==> config.mk <==
export PLATFORM = sky130hd
export DESIGN_NAME = mixlen_decode
export DESIGN_NICKNAME = d
export VERILOG_FILES = /design/src/rtl/mixlen_decode.sv
export SDC_FILE = /design/constraint.sdc
export NUM_CORES = 1
export LEC_CHECK = 0
export BUFFER_PORTS_ARGS = -buffer_cell sky130_fd_sc_hd__buf_4
export CAP_MARGIN = 5
export CORE_MARGIN = 2
export CORE_UTILIZATION = 44
export CTS_CLUSTER_SIZE = 14
export DETAILED_ROUTE_END_ITERATION = 8
export SYNTH_ARGS = -nofsm -noshare
export SYNTH_HDL_FRONTEND = slang
export SYNTH_SLANG_ARGS = --single-unit
==> constraint.sdc <==
create_clock -name clk -period 9.85 [get_ports clk]
set_clock_uncertainty 0.05 [all_clocks]
set_input_delay 1.4775 -clock clk [delete_from_list [all_inputs] [get_ports clk]]
set_output_delay 1.4775 -clock clk [all_outputs]
set_load 0.01 [all_outputs]
==> src/rtl/mixlen_decode.sv <==
module mixlen_decode #(
  parameter int XLEN = 32,
  parameter int NREG = 16
) (
  input  logic            clk,
  input  logic            rst_n,
  input  logic [23:0]     insn,
  output logic [XLEN-1:0] pc_o,
  output logic [XLEN-1:0] next_pc,
  output logic [1:0]      insn_len,
  output logic            wb_en,
  output logic [3:0]      wb_addr,
  output logic [XLEN-1:0] wb_data,
  output logic            illegal
);
  localparam logic [3:0] OP_RRR  = 4'h0;
  localparam logic [3:0] OP_BLT  = 4'h1;
  localparam logic [3:0] OP_BEQZ = 4'h2;
  localparam logic [3:0] OP_ADDI = 4'h3;
  localparam logic [3:0] OP_CALL = 4'h4;
  localparam logic [3:0] OP_NADD = 4'h8;

  logic [XLEN-1:0] regs [NREG];
  logic [XLEN-1:0] pc_q;

  logic [3:0] op, ft, fs, fr;
  logic [XLEN-1:0] rs, rt, seq_pc;
  logic [XLEN-1:0] off8, off12, off16, off18;

  assign op = insn[3:0];
  assign ft = insn[7:4];
  assign fs = insn[11:8];
  assign fr = insn[15:12];

  assign rs = regs[fs];
  assign rt = regs[ft];

  assign off8  = {{(XLEN-8){insn[23]}},  insn[23:16]};
  assign off12 = {{(XLEN-12){insn[23]}}, insn[23:12]};
  assign off16 = {{(XLEN-16){insn[23]}}, insn[23:8]};
  assign off18 = {{(XLEN-18){insn[23]}}, insn[23:6]};

  assign insn_len = op[3] ? 2'd2 : 2'd3;
  assign seq_pc   = pc_q + XLEN'(insn_len);
  assign pc_o     = pc_q;

  always_comb begin
    next_pc = seq_pc;
    wb_en   = 1'b0;
    wb_addr = fr;
    wb_data = rs + rt;
    illegal = 1'b0;
    case (op)
      OP_RRR: begin
        if (insn[23:16] == 8'h00) wb_en = 1'b1;
        else illegal = 1'b1;
      end
      OP_NADD: wb_en = 1'b1;
      OP_ADDI: begin
        wb_en   = 1'b1;
        wb_addr = ft;
        wb_data = rt + off16;
      end
      OP_BLT:  if ($signed(rs) < $signed(rt)) next_pc = pc_q + off8;
      OP_BEQZ: if (rs == '0) next_pc = pc_q + off12;
      OP_CALL: begin
        next_pc = pc_q + off18;
        wb_en   = 1'b1;
        wb_addr = 4'd0;
        wb_data = pc_q + XLEN'(3);
      end
      default: illegal = 1'b1;
    endcase
  end

  always_ff @(posedge clk) begin
    if (!rst_n) begin
      pc_q <= '0;
      for (int i = 0; i < NREG; i++) regs[i] <= '0;
    end else begin
      pc_q <= next_pc;
      if (wb_en) regs[wb_addr] <= wb_data;
    end
  end
endmodule

==> metrics.yaml, run 1 <==
drcViolationCount: 0
fp-row-count: 104
fmax_mhz: 116
syn-cell-area_sq_um: 35600
hold_class: "reg -> reg"
postCtsSetupBuffers: 0
grt_pass1_wl_um: 195000
die_area_sq_um: 83300
hold_buffers: 0
yosysSeqAreaShare_pct: 44.9
slowest_stage: "buf_4"
numCtsBuffers: 60
min_period_ps: 8650
yosys_most_used_dff: "edfxtp_1"
drv_slew: 0
placeableCoreArea_sq_um: 80400
synth_cell_types: 75
synth_cells: 3164
crit_buf_inv: 5
finalHoldViolations: 0
yosys.area.top_type: "edfxtp_1"
yosysWarnings: 0
hold-path-endpoint: "pc_o[17]"
viasPerCell: 6.67
die_x_um: 289
crit_arrival_ps: 7120
hpwl_um: 85900
reg2reg_setup_slack_ps: 4580
combPwrFrac_pct: 27.5
hold_start: "pc_o[17]"
yosys.area_share.adder_pct: 4.58
fin_tns_setup_ps: 0
ant_nets: 0
initial_utilization_pct: 44.3
synth-compound-area-share_pct: 10.1
cp-end-kind: "primary output"
drtIter0Drc: 3927
cp_max_fo: 47
critPathTopFamily: "compound AO/OA/AOI/OAI gates"
pin_count: 130
syn_area_per_cell_sq_um: 11.3
p_seq_share_pct: 38.6
crit_chain: "buf_4, buf_4, mux4_2, a22o_1, a221oi_1, inv_1, ha_1, a21oi_1, a21oi_1, o22ai_1, a21oi_1, a211o_1, mux2i_4, buf_4, o221a_2, o21ai_0, buf_4"
synth_seq_cells: 544
worstSetupPathType: "in -> out"
rr_startpoint: "regs[8][4]"
antenna_found_initial: 1
port-buffer-count: 128
crit_cells: 17
outcome: "finished clean"
synth_mux_area_share_pct: 19.1
ff2ff_path_depth: 16
grt.total_usage_pct: 32.5
syn-num-nets: 3318
power_density_nw_per_um2: 174
swShare_pct: 33.2
power.internal_mw: 4.66
synth_top_family_by_area: "multiplexers"
power_mw: 6.98
die_h_um: 289
max_slew_margin_pct: 27.3
synth-simple-area-share_pct: 13.6
cts_tree: "yes"
synth-xor-area-share_pct: 3.93
power_leakage_nw: 15.3
peakVddDrop_mv: 0.151
slowest_delay_ps: 700
routabilityCongestion: 0.994
vias: 28900
routed_wire_length_per_instance_um: 31.5
cp_data_required_time_ps: 8320
post_cts_resized: 0
first_global_vias: 28300
synth_top_area_share_pct: 43.1
fin_crit_sh_pct: 87.8
cts.sinks: 544
rsz0062_at_grt: "no"
first_pass_iters: 6
cts_buffer_depth: 3
cpMostUsedCell: "buf_4"
path_clk_slew_ps: 60
cts.htree.levels: 2
grt_max_degree: 61
clkPwrFrac_pct: 33.9
cts_root_buf: "clkbuf_16"
fin_nets: 3376
drt-total-wl_um: 136000
holdPathStages: 4
synth.area.top_cells: "edfxtp_1, mux4_2, nor2_1"
ys_async_sr_fraction_pct: 0
insertion_delay_ps: 670
max_cap_violations: 0
setup_viol: 0
grt_remaining_overflow: 0
tightest_slew_ps: 1080
crit-reg2reg-capture: "regs[2][23]"
synth_edf_count: 512
p_switching_mw: 2.32
drive_gt1_share_pct: 20.9
cp-start-kind: "input pin"
area_delta_synth_final_pct: 12.3
[final cells by class]
cell class | instances | area (sq um)
timing repair buffer | 227 | 1780
inverter | 105 | 394
tap | 1060 | 1330
fill | 7234 | 40400
antenna | 1 | 2.50
multi-input combinational | 2284 | 18500
clock buffer | 64 | 1520
clock inverter | 45 | 527
sequential | 544 | 16000
[state kept, by name, indices dropped and copies added (netlist names)]
name / flops
pc_o: 32
regs: 512
[worst reg2reg max path, delay by kind of cell, from the launching register on]
| kind | cells | cell delay (ps) |
|---|---|---|
| AOI/OAI and AO/OA | 10 | 3020 |
| xor gates and xnor gates | 1 | 120 |
| adders and majority gates | 1 | 390 |
| and+or+nand+nor | 2 | 200 |
| buffers and inverters | 1 | 320 |
| DFF | 1 | 420 |
| muxes | 1 | 480 |
[power by group through the flow]
stage	Clock (mW)	Sequential, mW	Combinational (mW)
floorplan	0	2.71	1.17
global placement	0	2.73	1.87
detailed placement	0	2.74	1.88
CTS	2.38	2.69	1.89
global route	2.48	2.70	2.05
finish	2.37	2.70	1.92
[cells in the mapped netlist (5+ instances only)]
| cell type | count |
|---|---|
| buf_2 | 13 |
| o21bai_1 | 16 |
| nor3_1 | 40 |
| and4_1 | 5 |
| a22oi_1 | 70 |
| o22ai_1 | 11 |
| o211ai_1 | 19 |
| o21ai_0 | 109 |
| dfxtp_1 | 32 |
| nand4_1 | 27 |
| nand2b_1 | 14 |
| edfxtp_1 | 512 |
| a21oi_1 | 136 |
| nor3b_1 | 5 |
| inv_1 | 105 |
| or3_1 | 13 |
| mux4_2 | 288 |
| buf_1 | 36 |
| a211o_1 | 8 |
| mux2i_1 | 23 |
| clkbuf_1 | 170 |
| a211oi_1 | 20 |
| mux2_2 | 7 |
| a21boi_0 | 6 |
| or2_2 | 9 |
| a222oi_1 | 5 |
| xnor2_1 | 92 |
| nand3_1 | 50 |
| nand2_1 | 250 |
| a2111oi_0 | 7 |
| o21a_1 | 20 |
| buf_4 | 8 |
| a21o_1 | 45 |
| nor2b_1 | 15 |
| a31oi_1 | 19 |
| o21ai_1 | 18 |
| xor2_1 | 68 |
| nor2_1 | 590 |
| and2_1 | 37 |
| and3_1 | 17 |
| ha_1 | 124 |
| o221ai_1 | 5 |
| nor4_1 | 36 |
[kinds of logic after synthesis]
logic type | after synthesis
AND/OR/NAND/NOR | 1118
XOR/XNOR | 160
adder cells (fa/ha/maj) | 128
other | 1
buffers and inverters | 336
AO/OA/AOI/OAI | 558
multiplexers | 319
flip-flops | 544
[worst max-delay path by stage]
stage,slack [ps],endpoint,from
after floorplan,1910,wb_data[31],insn[4]
after global placement,1200,next_pc[1],insn[9]
after detailed placement,1330,next_pc[1],insn[9]
after CTS,1280,next_pc[1],insn[9]
after global routing,990,wb_data[31],insn[9]
final,1200,next_pc[1],insn[9]
[layer usage]
layer | GRT usage, % | vias up | share of wire [%] | routed length, um
met1 | 43.5 | 14500 | 37 | 51200
met4 | 14.2 | 0 | 5.0 | 6760
met3 | 7.60 | 364 | 12 | 16200
met5 | 0 | - | 0 | 0
li1 | - | 12000 | - | -
met2 | 50.8 | 2005 | 46 | 62300
[cell usage in the layout (no fill, tap or decap), drive strengths merged, types with 8 or more instances in the layout]
cell	count
a22oi	70
inv	109
a21oi	136
mux2i	24
a21o	45
nand4	27
or3	13
dfxtp	32
buf	225
a211oi	20
nor2b	15
nand2b	14
bufinv	9
xnor2	92
mux4	288
a31oi	19
and2	37
clkbuf	66
nor2	590
o22ai	11
nand2	250
ha	124
o211ai	19
nor4	37
a211o	8
o21a	20
o21bai	16
and3	17
nor3	40
clkinv	29
nand3	50
or2	9
o21ai	127
edfxtp	512
xor2	68
[metrics by stage]
step | hold slack, ps | instances | instance area, sq um | setup slack [ps] | util [%]
6_report | 868 | 4330 | 40000 | 1200 | 49.8
3_3_place_gp | 867 | 4220 | 38000 | 1200 | 47.2
4_1_cts | 865 | 4329 | 40000 | 1280 | 49.8
3_5_place_dp | 860 | 4220 | 38000 | 1330 | 47.2
2_1_floorplan | 728 | 3164 | 35600 | 1910 | -
5_1_grt | 948 | 4329 | 40000 | 990 | 49.8
Power figures use the tool's default switching activity.
==> run 2: changes to the inputs <==
==> constraint.sdc (replaced) <==
create_clock -name clk -period 11 [get_ports clk]
set_clock_uncertainty 0.05 [all_clocks]
set_input_delay 1.65 -clock clk [delete_from_list [all_inputs] [get_ports clk]]
set_output_delay 1.65 -clock clk [all_outputs]
set_load 0.1 [all_outputs]
==> metrics.yaml, run 2 (same netlist as run 1, synthesis figures left out) <==
hold_class: "reg -> reg"
drtIter0Drc: 3990  # +1.6%
diodes: 0  # -1
grt_remaining_overflow: 0  # unchanged
fp-row-count: 104  # unchanged
cts_root_buf: "clkbuf_16"
p_seq_share_pct: 35.7  # -2.9 points
reg2reg_setup_slack_ps: 5480  # +900 ps
drv_slew: 0  # unchanged
cp_max_fo: 63  # +34%
grt_pass1_wl_um: 194000  # -0.52%
p_switching_mw: 2.54  # +9.6%
cts_buffer_depth: 3  # unchanged
combPwrFrac_pct: 32.3  # +4.8 points
crit_buf_inv: 4  # -1
largest_register_ffs: 512  # unchanged
cts.htree.levels: 2  # unchanged
power_density_nw_per_um2: 169  # -3.0%
power_mw: 6.77  # -3.0%
cp-start-kind: "input pin"
max_slew_margin_pct: 21.2  # -6.1 points
port-buffer-count: 128  # unchanged
grt.total_usage_pct: 32.3  # -0.21 points
critPathTopFamily: "buffers and inverters"
holdPathStages: 4  # unchanged
max_cap_violations: 0  # unchanged
hold_start: "pc_o[17]"
fin_crit_sh_pct: 85.8
initial_utilization_pct: 44.3  # unchanged
insertion_delay_ps: 670  # about the same
ant_nets: 0  # unchanged
antenna_found_initial: 1  # unchanged
viasPerCell: 6.68  # +0.14%
crit_chain: "clkbuf_8, buf_4, mux4_2, a22oi_1, nand2_1, ha_1, nand4_1, nor4_1, o22ai_1, a21oi_1, a211o_1, mux2i_4, buf_4, o221a_2, o21ai_0, buf_4"
peakVddDrop_mv: 0.153  # +1.6%
drcViolationCount: 0  # unchanged
rsz0062_at_grt: "no"
die_x_um: 289  # unchanged
grt_max_degree: 90  # +48%
numCtsBuffers: 61  # +1.7%
power_leakage_nw: 15.3  # about the same
first_pass_iters: 6  # unchanged
setup_viol: 0  # unchanged
swShare_pct: 37.5  # +4.3 points
final_common_cell: "nor2_1"
routed_wire_length_per_instance_um: 31.2  # -0.88%
drt-total-wl_um: 135000  # -0.76%
placeableCoreArea_sq_um: 80400  # unchanged
cp_data_required_time_ps: 9300  # +980 ps
clkPwrFrac_pct: 32.0  # -1.9 points
hpwl_um: 85700  # -0.23%
vias: 29000  # +0.26%
top_register: "regs"
slowest_delay_ps: 760  # +60 ps
min_period_ps: 9440
power.internal_mw: 4.23  # -9.3%
crit_arrival_ps: 7740  # +620 ps
ff2ff_path_depth: 15  # -1
drive_gt1_share_pct: 20.6  # -0.22 points
fin_nets: 3377  # +0.030%
outcome: "finished clean"
cts.sinks: 544  # unchanged
hold-path-endpoint: "pc_o[17]"
hold_buffers: 0  # unchanged
post_cts_resized: 0  # unchanged
final_cell_mix: "nor2_1, edfxtp_1, mux4_2"
pin_count: 130  # unchanged
die_area_sq_um: 83300  # unchanged
rr_startpoint: "regs[11][4]"
cts_tree: "yes"
fin_tns_setup_ps: 0  # unchanged
postCtsSetupBuffers: 0  # unchanged
routabilityCongestion: 0.971  # -2.3%
finalHoldViolations: 0  # unchanged
die_h_um: 289  # unchanged
worstSetupPathType: "in -> out"
cpMostUsedCell: "buf_4"
slowest_stage: "mux2i_4"
crit-reg2reg-capture: "regs[3][31]"
path_clk_slew_ps: 70  # about the same
tightest_slew_ps: 1170  # +90.7 ps
first_global_vias: 28500  # +0.76%
cp-end-kind: "primary output"
area_delta_synth_final_pct: 12.3  # about the same
fmax_mhz: 106
## run 2: layer usage
metal	wire length [um]	track usage [%]	vias to the layer above
li1	-	-	12100
met1	50700	42.0	14300
met2	61800	51.0	2087
met3	14500	6.51	479
met4	8400	17.6	0
met5	0	0	-
## run 2: stage by stage
| step | worst slack [ps] | utilization (%) | std cells | cell area, sq um | hold slack (ps) |
|---|---|---|---|---|---|
| floorplan | 1280 | - | 3164 | 35600 | 1160 |
| global placement | 1690 | 47.1 | 4220 | 37900 | 829 |
| detailed placement | 1670 | 47.1 | 4220 | 37900 | 851 |
| CTS | 1640 | 49.8 | 4335 | 40000 | 861 |
| global route | 1300 | 49.8 | 4335 | 40000 | 915 |
| finish | 1560 | 49.8 | 4335 | 40000 | 867 |
## run 2: power by group through the flow
stage | clock network [mW] | logic, mW | registers [mW]
floorplan | 0 | 1.48 | 2.48
global placement | 0 | 2.14 | 2.45
detailed placement | 0 | 2.16 | 2.46
CTS | 2.19 | 2.17 | 2.41
global route | 2.27 | 2.30 | 2.42
finish | 2.17 | 2.19 | 2.42
## run 2: final cells by class
class                   instances  area, sq um
multi-input cells            2284        18400
clock inverters                37          515
repair buffers                227         1740
flip-flops and latches        544        16000
fillers                      7164        40400
well taps                    1060         1330
clock buffers                  78         1590
inverters                     105          394
## run 2: how the worst max path moves through the flow
stage | from | end | slack [ps] | cells after the start
after detailed placement | insn[8] | next_pc[1] | 1670 | 16
after CTS | insn[8] | next_pc[1] | 1640 | 16
final | insn[8] | next_pc[1] | 1560 | 16
after floorplan | insn[4] | next_pc[18] | 1280 | 16
after global routing | insn[8] | next_pc[1] | 1300 | 16
after global placement | insn[8] | next_pc[1] | 1690 | 16
## run 2: worst register-to-register path: cells and delay by family (launching register included)
family / cells / cell delay (ps)
DFF: 1 / 390
buffers and inverters: 1 / 340
and+or+nand+nor: 2 / 480
AOI/OAI and AO/OA: 10 / 3270
muxes: 1 / 470
adders and majority gates: 1 / 280
